$ cat src/rtl/ext_irq_pkg.sv
package ext_irq_pkg;
    localparam int ADR_ESEL   = 0;
    localparam int ADR_EN_LO  = 1;
    localparam int ADR_EN_HI  = 2;
    localparam int ADR_FLG_LO = 3;
    localparam int ADR_FLG_HI = 4;

    typedef enum logic {
        FLAG_IDLE = 1'b0,
        FLAG_PEND = 1'b1
    } flag_state_t;
endpackage

$ cat src/rtl/irq_edge_det.sv
module irq_edge_det (
    input  logic clk,
    input  logic rst_n,
    input  logic pin_async,
    input  logic rise_sel,
    output logic edge_pulse
);
    logic meta_q;
    logic sync_q;
    logic prev_q;
    logic rose;
    logic fell;

    // polarity applied only at qualification so a select change cannot fake an edge
    always_comb begin
        rose = sync_q & ~prev_q;
        fell = ~sync_q & prev_q;
    end

    always_ff @(posedge clk or negedge rst_n) begin
        if (!rst_n) begin
            meta_q     <= 1'b0;
            sync_q     <= 1'b0;
            prev_q     <= 1'b0;
            edge_pulse <= 1'b0;
        end else begin
            meta_q     <= pin_async;
            sync_q     <= meta_q;
            prev_q     <= sync_q;
            edge_pulse <= rise_sel ? rose : fell;
        end
    end
endmodule

$ cat src/rtl/irq_flag_fsm.sv
module irq_flag_fsm
    import ext_irq_pkg::*;
(
    input  logic clk,
    input  logic rst_n,
    input  logic edge_in,
    input  logic clr_req,
    output logic flag
);
    flag_state_t state_q;
    flag_state_t state_d;

    always_comb begin
        state_d = state_q;
        unique case (state_q)
            FLAG_IDLE: if (edge_in)               state_d = FLAG_PEND; // SET
            FLAG_PEND: if (clr_req && !edge_in)   state_d = FLAG_IDLE; // CLEAR, edge wins
            default:                              state_d = FLAG_IDLE;
        endcase
    end

    always_ff @(posedge clk or negedge rst_n) begin
        if (!rst_n) state_q <= FLAG_IDLE;
        else        state_q <= state_d;
    end

    always_comb begin
        unique case (state_q)
            FLAG_PEND: flag = 1'b1;
            default:   flag = 1'b0;
        endcase
    end
endmodule

$ cat src/rtl/ext_irq_ctrl.sv
module ext_irq_ctrl
    import ext_irq_pkg::*;
#(
    parameter int ADDR_W   = 3,
    parameter int DATA_W   = 8,
    parameter int NUM_PINS = 5,
    parameter int LO_PINS  = 4
) (
    input  logic              clk,
    input  logic              rst_n,
    input  logic [ADDR_W-1:0] bus_addr,
    input  logic              bus_wr,
    input  logic [DATA_W-1:0] bus_wdata,
    output logic [DATA_W-1:0] bus_rdata,
    input  logic [NUM_PINS-1:0] irq_pin,
    input  logic              trig_in,
    output logic              irq_out,
    output logic              trig_pulse
);
    localparam int HI_PINS  = NUM_PINS - LO_PINS;
    localparam int TRIG_SEL = NUM_PINS - 1;

    logic [NUM_PINS-1:0] esel_q;
    logic [NUM_PINS-1:0] en_q;
    logic [NUM_PINS-1:0] edge_q;
    logic [NUM_PINS-1:0] flag_q;
    logic [NUM_PINS-1:0] clr_vec;
    logic                wr_esel;
    logic                wr_en_lo;
    logic                wr_en_hi;
    logic                wr_flg_lo;
    logic                wr_flg_hi;
    logic                unused_wdata_hi;

    assign unused_wdata_hi = ^bus_wdata[DATA_W-1:NUM_PINS];

    always_comb begin
        wr_esel   = bus_wr && (bus_addr == ADDR_W'(ADR_ESEL));
        wr_en_lo  = bus_wr && (bus_addr == ADDR_W'(ADR_EN_LO));
        wr_en_hi  = bus_wr && (bus_addr == ADDR_W'(ADR_EN_HI));
        wr_flg_lo = bus_wr && (bus_addr == ADDR_W'(ADR_FLG_LO));
        wr_flg_hi = bus_wr && (bus_addr == ADDR_W'(ADR_FLG_HI));
    end

    always_ff @(posedge clk or negedge rst_n) begin
        if (!rst_n) begin
            esel_q <= '0;
            en_q   <= '0;
        end else begin
            if (wr_esel)  esel_q <= bus_wdata[NUM_PINS-1:0];
            if (wr_en_lo) en_q[LO_PINS-1:0] <= bus_wdata[LO_PINS-1:0];
            if (wr_en_hi) en_q[NUM_PINS-1:LO_PINS] <= bus_wdata[HI_PINS-1:0];
        end
    end

    for (genvar i = 0; i < NUM_PINS; i++) begin : g_line
        if (i < LO_PINS) begin : g_lo
            assign clr_vec[i] = wr_flg_lo && !bus_wdata[i];
        end else begin : g_hi
            assign clr_vec[i] = wr_flg_hi && !bus_wdata[i-LO_PINS];
        end

        irq_edge_det u_det (
            .clk        (clk),
            .rst_n      (rst_n),
            .pin_async  (irq_pin[i]),
            .rise_sel   (esel_q[i]),
            .edge_pulse (edge_q[i])
        );

        irq_flag_fsm u_flag (
            .clk     (clk),
            .rst_n   (rst_n),
            .edge_in (edge_q[i]),
            .clr_req (clr_vec[i]),
            .flag    (flag_q[i])
        );
    end

    irq_edge_det u_trig_det (
        .clk        (clk),
        .rst_n      (rst_n),
        .pin_async  (trig_in),
        .rise_sel   (esel_q[TRIG_SEL]),
        .edge_pulse (trig_pulse)
    );

    assign irq_out = |(flag_q & en_q);

    always_comb begin
        bus_rdata = '0;
        case (bus_addr)
            ADDR_W'(ADR_ESEL): begin
                bus_rdata                 = '1;
                bus_rdata[NUM_PINS-1:0]   = esel_q;
            end
            ADDR_W'(ADR_EN_LO):  bus_rdata[LO_PINS-1:0] = en_q[LO_PINS-1:0];
            ADDR_W'(ADR_EN_HI):  bus_rdata[HI_PINS-1:0] = en_q[NUM_PINS-1:LO_PINS];
            ADDR_W'(ADR_FLG_LO): bus_rdata[LO_PINS-1:0] = flag_q[LO_PINS-1:0];
            ADDR_W'(ADR_FLG_HI): bus_rdata[HI_PINS-1:0] = flag_q[NUM_PINS-1:LO_PINS];
            default:             bus_rdata = '0;
        endcase
    end
endmodule

$ cat config.mk
export PLATFORM = sky130hd
export DESIGN_NAME = ext_irq_ctrl
export DESIGN_NICKNAME = d
export VERILOG_FILES = /design/src/rtl/ext_irq_pkg.sv /design/src/rtl/irq_edge_det.sv /design/src/rtl/irq_flag_fsm.sv /design/src/rtl/ext_irq_ctrl.sv
export SDC_FILE = /design/constraint.sdc
export NUM_CORES = 1
export LEC_CHECK = 0
export ABC_AREA = 1
export CAP_MARGIN = 40
export CORE_MARGIN = 5
export CORE_UTILIZATION = 45
export CTS_BUF_LIST = sky130_fd_sc_hd__clkbuf_2
export DETAILED_ROUTE_END_ITERATION = 8
export PLACE_DENSITY = 0.81
export SLEW_MARGIN = 20
export SYNTH_ARGS = -nofsm -noshare
export SYNTH_HDL_FRONTEND = slang
export SYNTH_SLANG_ARGS = --single-unit
export TNS_END_PERCENT = 100
$ cat constraint.sdc
create_clock -name clk -period 1.2 [get_ports clk]
set_input_delay 0.24 -clock clk [delete_from_list [all_inputs] [get_ports clk]]
set_output_delay 0.24 -clock clk [all_outputs]
set_load 0.02 [all_outputs]
### Word-level counts from Yosys, hierarchy flattened

Cells that the tools add are included.

* equal/unequal tests: 4
* muxes and demuxes: 29
* bitwise operators: 30
* reduce and logical (&&, ||, !) cells: 26

Operators with widths (count)
* 1-bit two-way mux: 21
* 1-bit NOT: 17
* 1-bit logical AND: 15
* 1-bit bitwise AND: 12
* 1-bit one-hot mux with 2 select lines: 5
* 1-bit logical NOT: 9
* 3-bit one-hot mux with 3 select lines: 1
* 3-bit by 2-bit == test with 1-bit output (second input constant): 2
* 5-bit bitwise AND: 1
* 1-bit one-hot mux with 5 select lines: 1
* 5-bit OR reduction: 1
* 4-bit two-way mux: 1
* 3-bit by 1-bit == test with 1-bit output (second input constant): 1
* 3-bit == test (second input constant): 1
* 3-bit logical NOT: 1

* register bits after elaboration: 39
* input bits: 20
* word-level logic and storage cells: 121

### Longest topological paths before layout

Gate-level depths: netlist of the first run.

* word-level depth: 6
* mapped depth: 5
* gate-level depth less buffers: 5

### Cells and area by module

A second synthesis of the first run with hierarchy kept.

* cells, all modules: 181
* area, all modules: 1659.1 sq um

By module, submodules not included
* irq_edge_det: times used 6, cells an instance 10, area each 125.1 sq um, sequential area each 100.1 sq um
* ext_irq_ctrl: times used 1, cells an instance 96, area each 708.2 sq um, sequential area each 250.2 sq um
* irq_flag_fsm: times used 5, cells an instance 5, area each 40.0 sq um, sequential area each 25.0 sq um

### Worst setup path before layout of the first run

No wires, ideal clock.

* path type: in2out
* start point: input port bus_addr[0]
* end point: output port bus_rdata[1]
* data arrival time: 1004 ps
* setup slack: -44 ps
* cell stages on the path: 5
* buffers on the path: 0
* cell sequence: nor2_2 -> nand2_4 -> inv_1 -> nand2_1 -> nand3_1

* word-level cells in the longest chain between the ends: 2

Ends and longest elaborated chain
* from (decl): line ext_irq_ctrl.sv:11 `input logic [ADDR_W-1:0] bus_addr,`
* 3-bit by 2-bit == test with 1-bit output, or another cell as far along: line ext_irq_ctrl.sv:92 `case (bus_addr)`
* 3-bit one-hot mux with 3 select lines (*): line ext_irq_ctrl.sv:92
* to (decl): line ext_irq_ctrl.sv:14 `output logic [DATA_W-1:0] bus_rdata,`

Mark *: on every way between the ends. The rest lies on a longest branch, timed or not.

### Worst setup path in the final report of the first run

* start point: register g_line[3].u_flag.state_q
* end point: output port irq_out

* word-level cells in the longest chain between the ends: 3

Ends and longest elaborated chain
* from (decl): line irq_flag_fsm.sv:10 `flag_state_t state_q;`
* from (signal assigned): line irq_flag_fsm.sv:24 `else state_q <= state_d;`
* 1-bit two-way mux: line irq_flag_fsm.sv:28 `unique case (state_q)`
* 5-bit bitwise AND: line ext_irq_ctrl.sv:88 `assign irq_out = |(flag_q & en_q);`
* 5-bit OR reduction: line ext_irq_ctrl.sv:88
* to (decl): line ext_irq_ctrl.sv:17 `output logic irq_out,`

No other way between the ends.

==> results.md, run 1 <==
- Vias: 1329
- IO Pins: 30
- First DRT Iteration DRCs: 85
- CTS max path bufs: 2
- Hold Path Class: primary input to register
- Worst VDD drop: 0.824 mV
- RSZ-0062 raised after global routing: yes
- Outcome: finished with violations
- Vias per inst: 4.89
- Setup violators final: 9
- Startpoint Class: register
- Num Clock Sinks: 39
- Worst Path Arrival: 1360 ps
- Total gr overflow: 0
- Die Y: 68.7 µm
- Worst-skew pair later-pin latency: 410 ps
- R2r worst-path depth: 5
- Cell Area, Synth: 1550 µm²
- Initial antenna violation count: 0
- Final worst slack: -398 ps
- Fin nets: 245
- Layout cell share with drive strength beyond 1: 31.4%
- CTS root buf: clkbuf_2
- Failing checks: negative setup slack
- Cell variety after synth: 17
- Hold slack: 189 ps
- Most frequent cells in the layout: nand2_1, dfrtp_1, buf_4, inv_1, buf_6
- Max Slew Vio Count: 0
- Final-report hold violation count: 0
- Ant diodes: 0
- GRT Util Overall: 17.5%
- Maximum fanout along the worst path: 2
- Max_cap viols: 0
- Setup Skew: 14.3 ps
- Fin crit share: 133%
- Initial cell density of the core: 46.5%
- CP Data Required Time: 960 ps
- Power per standard cell area: 1300 nW/µm²
- Leak: 1.16 nW
- Min cycle time layout: 1600 ps
- Yosys warns: 0
- Drt first pass iters: 5
- Relative slew slack: 78.8%
- Crit. End Element: output port
- Die area: 4720 µm²
- Syn_area_per_cell: 9.51 µm²
- Clk pin slew, worst setup/hold paths: 210 ps
- First-pass GRT wire length: 5.90 mm
- Critical setup path kind: register to output port
- Synth-to-Final Area Change: 48.0%
- CTS tree: done
- P_int: 2.14 mW
- Logic pwr share: 22.8%
- Net Switching: 0.838 mW
- Final RePlAce weighted congestion: 0.780
- Clock group share of total power: 25.9%
- DRC: 0
- Most common cell after layout, fill and taps aside: nand2_1
- Post-synthesis cell count: 163
- Detailed Place HPWL: 2.34 mm
- Seq/Total Area, Yosys: 63.0%
- Port bufs: 26
- Actual slew at the worst max-slew pin: 317 ps
- Cell Rows: 21
- Reg power frac: 51.3%
- Post-DRT Antenna Nets: 0
- Hold Path Depth: 4
- Core ar.: 3340 µm²
- Top achievable clock speed: 626 MHz
- Syn_nets: 183
- FF+latch count, synth: 39
- Switching share of power: 28.2%
- Final core utilization: 68.8%
- Maximum number of pins on one net before global-route repair: 40
- H-Tree Level Count: 2
- FILL cells: 269
- Vias in the first global route: 1353
- DR WL/cell: 13.7 µm
- Num CTS Buffers: 5
- Total Wirelength: 3.72 mm
- Die W: 68.7 µm
==> metrics by stage <==
| stage | worst slack (ps) | setup TNS (ps) | cells | cell area (µm²) | power, mW |
|---|---|---|---|---|---|
| after global placement | -907 | -10480 | 249 | 1980 | 2.05 |
| final | -398 | -1740 | 272 | 2290 | 2.98 |
| after floorplan | 40.9 | 0 | 163 | 1550 | 1.77 |
| after global routing | -454 | -2300 | 272 | 2290 | 3.12 |
| after CTS | -340 | -1960 | 267 | 2160 | 2.90 |
| after detailed placement | -954 | -11440 | 249 | 1980 | 2.07 |
==> layer usage <==
| layer | part of all wire, % | vias up | GRT usage, % |
|---|---|---|---|
| met2 | 53 | 47 | 29.6 |
| met3 | 5.8 | 17 | 3.73 |
| met1 | 38 | 636 | 20.7 |
| li1 | - | 629 | - |
| met4 | 3.1 | 0 | 9.73 |
| met5 | 0 | - | 0 |
==> cells in the mapped netlist <==
cell | n | share of area, %
a21oi_1 | 1 | 0.32
buf_4 | 2 | 0.97
dfrtp_1 | 39 | 63
inv_1 | 22 | 5.3
inv_2 | 1 | 0.24
nand2_1 | 52 | 13
nand2_4 | 1 | 0.73
nand3_1 | 11 | 3.6
nand3_2 | 1 | 0.65
nand3b_1 | 4 | 1.9
nand4_1 | 5 | 2.0
nor2_1 | 9 | 2.2
nor2_2 | 2 | 0.81
nor2_4 | 1 | 0.73
nor2_8 | 1 | 1.3
o21a_1 | 1 | 0.48
o21ai_0 | 10 | 3.2
==> sequential cells by signal, summed over array words and instances (netlist names), 5 cells and up <==
signal	cells
g_line.u_det.meta_q	5
g_line.u_flag.state_q	5
g_line.u_det.prev_q	5
g_line.u_det.edge_pulse	5
en_q	5
g_line.u_det.sync_q	5
esel_q	5
==> cell families (layout without fill, tap and decap cells) <==
group,after synthesis,in the layout,share of synthesized area (%)
compound gates,12,12,4.04
flops,39,39,63.0
buf+inv,25,88,6.54
simple gates,87,87,26.5
==> path summary, 6_finish.rpt <==
check                                    startpoint                        to  slack [ps]
setup reg to reg           g_line[2].u_flag.state_q  g_line[2].u_flag.state_q         190
setup / recovery           g_line[3].u_flag.state_q                   irq_out        -400
hold reg to reg              g_line[3].u_det.meta_q    g_line[3].u_det.sync_q         360
hold / removal                          bus_addr[2]                   en_q[4]         190
max in group asynchronous                     rst_n    g_line[4].u_det.meta_q         690
min in group asynchronous                     rst_n                   en_q[2]         300
==> power by group through the flow <==
stage / sequential (mW) / combinational [mW] / clock [mW]
after CTS: 1.52 / 0.608 / 0.777
after global routing: 1.54 / 0.743 / 0.841
after global placement: 1.54 / 0.510 / 0
final: 1.53 / 0.678 / 0.771
after floorplan: 1.54 / 0.232 / 0
after detailed placement: 1.55 / 0.526 / 0
==> timing repair <==
action / CTS / global route
gates resized for setup: 80 / 24
endpoints found under the hold margin: 39 / 0
pin swaps: 5 / 5
buffers inserted: 9 / 5
endpoints found under the setup margin: 10 / 10
hold buffers: 1 / 0
==> worst max-delay path: stages, from the launching register on <==
cell and delay (ps):
dfrtp_1 450, nand2_1 100, nand3_1 80, nand3b_1 180, buf_6 140
==> layout make-up <==
cell class                      instances  area (µm²)  area share, %
Sequential cell                        39         976           42.5
Timing Repair Buffer                   57         556           24.2
Multi-Input combinational cell         99         549           23.9
Inverter                               23        92.6           4.03
Tap cell                               46        57.6           2.51
Clock inverter                          3        38.8           1.69
Clock buffer                            5        25.0           1.09
(Power assumes the default switching activity.)
==> inputs of run 2 (changes only) <==
--- a/config.mk
+++ b/config.mk
@@ -7,7 +7,7 @@
 export LEC_CHECK = 0
 export ABC_AREA = 1
 export CAP_MARGIN = 40
-export CORE_MARGIN = 5
+export CORE_MARGIN = 1
 export CORE_UTILIZATION = 45
 export CTS_BUF_LIST = sky130_fd_sc_hd__clkbuf_2
 export DETAILED_ROUTE_END_ITERATION = 8
==> results.md, run 2 (synthesis gave the netlist of run 1 again) <==
- Outcome: finished with violations (unchanged)
- Failing checks: negative setup slack (unchanged)
- Num CTS Buffers: 5 (unchanged)
- CP Data Required Time: 960 ps (about the same)
- Met3 Usage GRT: 7.68% (was 3.73%)
- Setup Skew: 19.2 ps (was 14.3 ps)
- GR peak layer: met2 (unchanged)
- Vias: 1315 (was 1329)
- Total Wirelength: 3.39 mm (was 3.72 mm)
- Vias per inst: 4.87 (was 4.89)
- Initial cell density of the core: 49.2% (was 46.5%)
- Fin crit share: 128% (was 133%)
- Port bufs: 26 (unchanged)
- Actual slew at the worst max-slew pin: 322 ps (was 317 ps)
- IO Pins: 30 (unchanged)
- Relative slew slack: 78.5% (was 78.8%)
- Tot Pwr: 2.72 mW (was 2.98 mW)
- Post-DRT Antenna Nets: 0 (unchanged)
- Worst-skew pair later-pin latency: 390 ps (was 410 ps)
- Final worst slack: -331 ps (was -398 ps)
- Final-report hold violation count: 0 (unchanged)
- Leak: 1.12 nW (was 1.16 nW)
- Layout cell share with drive strength beyond 1: 30.1% (was 31.4%)
- Vias in the first global route: 1285 (was 1353)
- Maximum number of pins on one net before global-route repair: 27 (was 40)
- GR met2 Demand/Resource: 35.0% (was 29.6%)
- Most common cell after layout, fill and taps aside: nand2_1 (unchanged)
- Post-placement cell count: 250 (was 249)
- GRT Util Overall: 22.4% (was 17.5%)
- Detailed Place HPWL: 2.36 mm (was 2.34 mm)
- Max_cap viols: 0 (unchanged)
- Crit-path max cell delay: 440 ps (was 450 ps)
- First-pass GRT wire length: 5.64 mm (was 5.90 mm)
- Post-route setup TNS: -1530 ps (was -1740 ps)
- Min cycle time layout: 1530 ps (was 1600 ps)
- Top achievable clock speed: 653 MHz (was 626 MHz)
- Reg-to-Reg Start: esel_q[4] (was g_line[2].u_flag.state_q)
- Setup violators final: 6 (was 9)
- Final RePlAce weighted congestion: 0.868 (was 0.780)
- CP max-delay cell: dfrtp_1 (unchanged)
- Global Route met1 Usage: 27.1% (was 20.7%)
- RSZ-0062 raised after global routing: yes (unchanged)
- Worst VDD drop: 0.640 mV (was 0.824 mV)
- H-Tree Level Count: 2 (unchanged)
- Area of the multi-input gates: 519 µm² (was 549 µm²)
- Crit path from: g_line[3].u_flag.state_q (unchanged)
- Startpoint Class: register (unchanged)
- Hold Path Class: primary input to asynchronous set/reset pin (was primary input to register)
- Layout Cells excl Fill: 270 (was 272)
- Crit-path cells: nand2_1, nand3_1, nand3b_1, buf_6 (unchanged)
- Final core utilization: 69.8% (was 68.8%)
- Worst Path Arrival: 1290 ps (was 1360 ps)
- Crit. End Element: output port (unchanged)
- Critical setup path kind: register to output port (unchanged)
- Most frequent cells in the layout: nand2_1, dfrtp_1, buf_4, inv_1, buf_6 (unchanged)
- CTS root buf: clkbuf_2 (unchanged)
- DR WL/cell: 12.5 µm (was 13.7 µm)
- Initial antenna violation count: 0 (unchanged)
- FF/Latch Area: 976 µm² (unchanged)
- First DRT Iteration DRCs: 56 (was 85)
- Core ar.: 3150 µm² (was 3340 µm²)
- DRC: 0 (unchanged)
- Die Y: 60.7 µm (was 68.7 µm)
- Total gr overflow: 0 (unchanged)
- Max Slew Vio Count: 0 (unchanged)
- FILL cells: 235 (was 269)
- CTS tree: done (unchanged)
- Maximum fanout along the worst path: 2 (unchanged)
- Ant diodes: 0 (unchanged)
- Hold slack: 250 ps (was 189 ps)
- Cell Rows: 20 (was 21)
- Fin nets: 245 (unchanged)
- Clk pin slew, worst setup/hold paths: 190 ps (was 210 ps)
- Drt first pass iters: 4 (was 5)
- CTS max path bufs: 2 (unchanged)
- Synth-to-Final Area Change: 42.0% (was 48.0%)
- Power per standard cell area: 1230 nW/µm² (was 1300 nW/µm²)
- Num Clock Sinks: 39 (unchanged)
- Die W: 60.7 µm (was 68.7 µm)
- Die area: 3680 µm² (was 4720 µm²)
## run 2: cell count changes in the layout (fill, tap and decap cells not counted), moves of 2 or more
cell and delta:
nand2_4 -3, nand2_1 +2, buf_6 -4, buf_4 +6
## run 2: what timing repair did
action,4_1_cts,5_1_grt
hold buffers,1,0
cloned,0,0
resized for setup,87,5
endpoints found under the setup margin,10,10
pin swaps,10,5
endpoints found under the hold margin,23,0
buffers inserted,9,3
## run 2: worst max-delay path: cells and delay by family, from the launching register on
kind          cells  cell delay, ps
buf+inv           1             140
flops             1             440
simple gates      3             320
## run 2: path summary, 6_finish.rpt
path,to,slack (ps),depth (start not counted)
min in group clk,g_line[0].u_det.meta_q,260,1
worst min-delay path,g_line[0].u_det.meta_q,250,2
worst max register to register,esel_q[4],160,5
worst min register to register,g_line[0].u_det.sync_q,370,0
max in group asynchronous,g_line[1].u_flag.state_q,510,3
worst max-delay path,irq_out,-330,4
## run 2: layout make-up
cell class / instances / share of cell area [%]
clock buffers: 6 / 1.36
clock inverters: 2 / 0.341
inverters: 23 / 4.21
multi-input cells: 99 / 23.6
flip-flops and latches: 39 / 44.3
well taps: 44 / 2.50
repair buffers: 57 / 23.6
## run 2: routing by layer
layer / vias up / share of wire, %
li1: 638 / -
met1: 633 / 40
met2: 32 / 52
met3: 12 / 5.1
met4: 0 / 3.2
met5: - / 0
## run 2: metrics by stage
step	area [µm²]	setup slack [ps]
4_1_cts	2170	-345
3_3_place_gp	2000	-878
5_1_grt	2200	-450
3_5_place_dp	2000	-956
2_1_floorplan	1550	40.9
6_report	2200	-331
## run 2: power by group
part,internal [mW],switching (mW)
Sequential,1.45,0.0783
Combinational,0.340,0.312
Clock,0.140,0.399
Total,1.93,0.790
==> inputs of run 3 (changes only) <==
--- a/config.mk
+++ b/config.mk
@@ -7,11 +7,13 @@
 export LEC_CHECK = 0
 export ABC_AREA = 1
 export CAP_MARGIN = 40
+export CORE_ASPECT_RATIO = 1.25
 export CORE_MARGIN = 1
 export CORE_UTILIZATION = 45
 export CTS_BUF_LIST = sky130_fd_sc_hd__clkbuf_2
 export DETAILED_ROUTE_END_ITERATION = 8
 export PLACE_DENSITY = 0.81
+export SETUP_SLACK_MARGIN = 0.05
 export SLEW_MARGIN = 20
 export SYNTH_ARGS = -nofsm -noshare
 export SYNTH_HDL_FRONTEND = slang
==> results.md, run 3 (synthesis gave the netlist of run 1 again) <==
- Outcome: finished with violations (unchanged)
- Failing checks: negative setup slack (unchanged)
- Setup slack, reg-to-reg: 300 ps (was 160 ps)
- Vias: 1327 (was 1315)
- Tot Pwr: 2.95 mW (was 2.72 mW)
- Num CTS Buffers: 5 (unchanged)
- Cell Rows: 23 (was 20)
- IO Pins: 30 (unchanged)
- R2r worst-path depth: 4 (was 5)
- Post-placement cell count: 245 (was 250)
- Initial cell density of the core: 47.7% (was 49.2%)
- Maximum number of pins on one net before global-route repair: 40 (was 27)
- Power per standard cell area: 1310 nW/µm² (was 1230 nW/µm²)
- Synth-to-Final Area Change: 44.6% (was 42.0%)
- Die Y: 67.6 µm (was 60.7 µm)
- Leak: 1.16 nW (was 1.12 nW)
- Most frequent cells in the layout: nand2_1, dfrtp_1, buf_4, inv_1, buf_6 (unchanged)
- Core ar.: 3250 µm² (was 3150 µm²)
- DRC: 0 (unchanged)
- Initial antenna violation count: 0 (unchanged)
- Post-route setup TNS: -1510 ps (was -1530 ps)
- Crit. End Element: output port (unchanged)
- Die area: 3680 µm² (about the same)
- Post-DRT Antenna Nets: 0 (unchanged)
- Maximum fanout along the worst path: 2 (unchanged)
- Die W: 54.5 µm (was 60.7 µm)
- Fin crit share: 136% (was 128%)
- Detailed Place HPWL: 2.21 mm (was 2.36 mm)
- Drt first pass iters: 6 (was 4)
- Actual slew at the worst max-slew pin: 282 ps (was 322 ps)
- Vias per inst: 4.99 (was 4.87)
- Critical setup path kind: register to output port (unchanged)
- Reg2reg end: esel_q[4] (unchanged)
- Layout cell share with drive strength beyond 1: 31.4% (was 30.1%)
- Final RePlAce weighted congestion: 0.758 (was 0.868)
- Worst VDD drop: 1.44 mV (was 0.640 mV)
- Setup Skew: 12.3 ps (was 19.2 ps)
- Relative slew slack: 81.2% (was 78.5%)
- CTS root buf: clkbuf_2 (unchanged)
- Max Slew Vio Count: 0 (unchanged)
- Total Wirelength: 3.46 mm (was 3.39 mm)
- Vias in the first global route: 1267 (was 1285)
- First-pass GRT wire length: 5.28 mm (was 5.64 mm)
- Crit path from: en_q[2] (was g_line[3].u_flag.state_q)
- Reg-to-Reg Start: esel_q[4] (unchanged)
- FF/Latch Area: 976 µm² (unchanged)
- Most common cell after layout, fill and taps aside: nand2_1 (unchanged)
- Worst setup path end: irq_out (unchanged)
- Layout Cells excl Fill: 266 (was 270)
- Fin nets: 248 (was 245)
- DR WL/cell: 13.0 µm (was 12.5 µm)
- GRT Util Overall: 21.2% (was 22.4%)
- Total gr overflow: 0 (unchanged)
- Hold Path Class: primary input to register (was primary input to asynchronous set/reset pin)
- Final worst slack: -434 ps (was -331 ps)
- Top achievable clock speed: 612 MHz (was 653 MHz)
- FILL cells: 231 (was 235)
- CP Data Required Time: 960 ps (about the same)
- Final-report hold violation count: 0 (unchanged)
- First DRT Iteration DRCs: 46 (was 56)
- Worst-skew pair later-pin latency: 380 ps (was 390 ps)
- CTS max path bufs: 2 (unchanged)
- Ant diodes: 0 (unchanged)
- H-Tree Level Count: 2 (unchanged)
- Hold slack: 276 ps (was 250 ps)
- Min cycle time layout: 1630 ps (was 1530 ps)
- Worst Path Arrival: 1390 ps (was 1290 ps)
- Area of the multi-input gates: 510 µm² (was 519 µm²)
- Port bufs: 26 (unchanged)
- RSZ-0062 raised after global routing: yes (unchanged)
- Max_cap viols: 0 (unchanged)
- Setup violators final: 6 (unchanged)
- Startpoint Class: register (unchanged)
- Num Clock Sinks: 39 (unchanged)
- CTS tree: done (unchanged)
- Clk pin slew, worst setup/hold paths: 200 ps (was 190 ps)
## run 3: changes by cell type in the layout (fill, tap and decap cells not counted)
cell       change
clkbuf_2       -1
clkinv_1       -1
clkinv_2       +1
buf_8          +1
nand2_4        +1
buf_4          +3
buf_2          -1
bufinv_16      +1
nand2_8        -1
## run 3: worst min path at each step
stage | start | to | slack, ps | cells after the start
floorplan | rst_n | en_q[0] | -60 | 0
global placement | rst_n | g_line[3].u_flag.state_q | 220 | 2
detailed placement | rst_n | g_line[3].u_det.edge_pulse | 220 | 2
CTS | irq_pin[2] | g_line[2].u_det.meta_q | 250 | 1
global route | irq_pin[1] | g_line[1].u_det.meta_q | 240 | 1
finish | irq_pin[2] | g_line[2].u_det.meta_q | 280 | 1
## run 3: per-layer routing
metal | vias to the layer above | track usage (%) | wire length (µm)
li1 | 640 | - | -
met1 | 632 | 23.2 | 1360
met2 | 47 | 36.4 | 1870
met3 | 8 | 4.95 | 146
met4 | 0 | 12.2 | 76
met5 | - | 0 | 0
## run 3: report_power, final
part           internal (mW)  total (mW)  switching (mW)
clock                  0.343       0.750           0.407
combinational          0.350       0.675           0.325
sequential              1.45        1.52          0.0730
## run 3: timing repair
action | 4_1_cts | 5_1_grt
hold buffers | 1 | 0
resized for setup | 79 | 12
cloned | 0 | 0
setup buffers | 11 | 1
endpoints found under the hold margin | 39 | 0
setup endpoints to repair | 10 | 10
pin swaps | 5 | 5
## run 3: through the flow
step | cell area (µm²) | setup WS (ps) | utilization (%)
final | 2240 | -434 | 68.9
after global routing | 2240 | -489 | 68.9
after CTS | 2200 | -326 | 67.6
after detailed placement | 2030 | -876 | 62.3
after global placement | 2030 | -870 | 62.3
after floorplan | 1570 | 93.3 | -
## run 3: layout make-up
type / count / area share, %
sequential: 39 / 43.5
multi-input combinational: 99 / 22.8
timing repair buffer: 60 / 24.7
clock inverter: 3 / 1.73
clock buffer: 5 / 1.12
tap: 37 / 2.06
inverter: 23 / 4.13
## run 3: critical path: stages, from the launching register on
cell	delay, ps
dfrtp_1	430
nand2_1	100
nand3_1	110
nand3b_1	220
buf_6	160
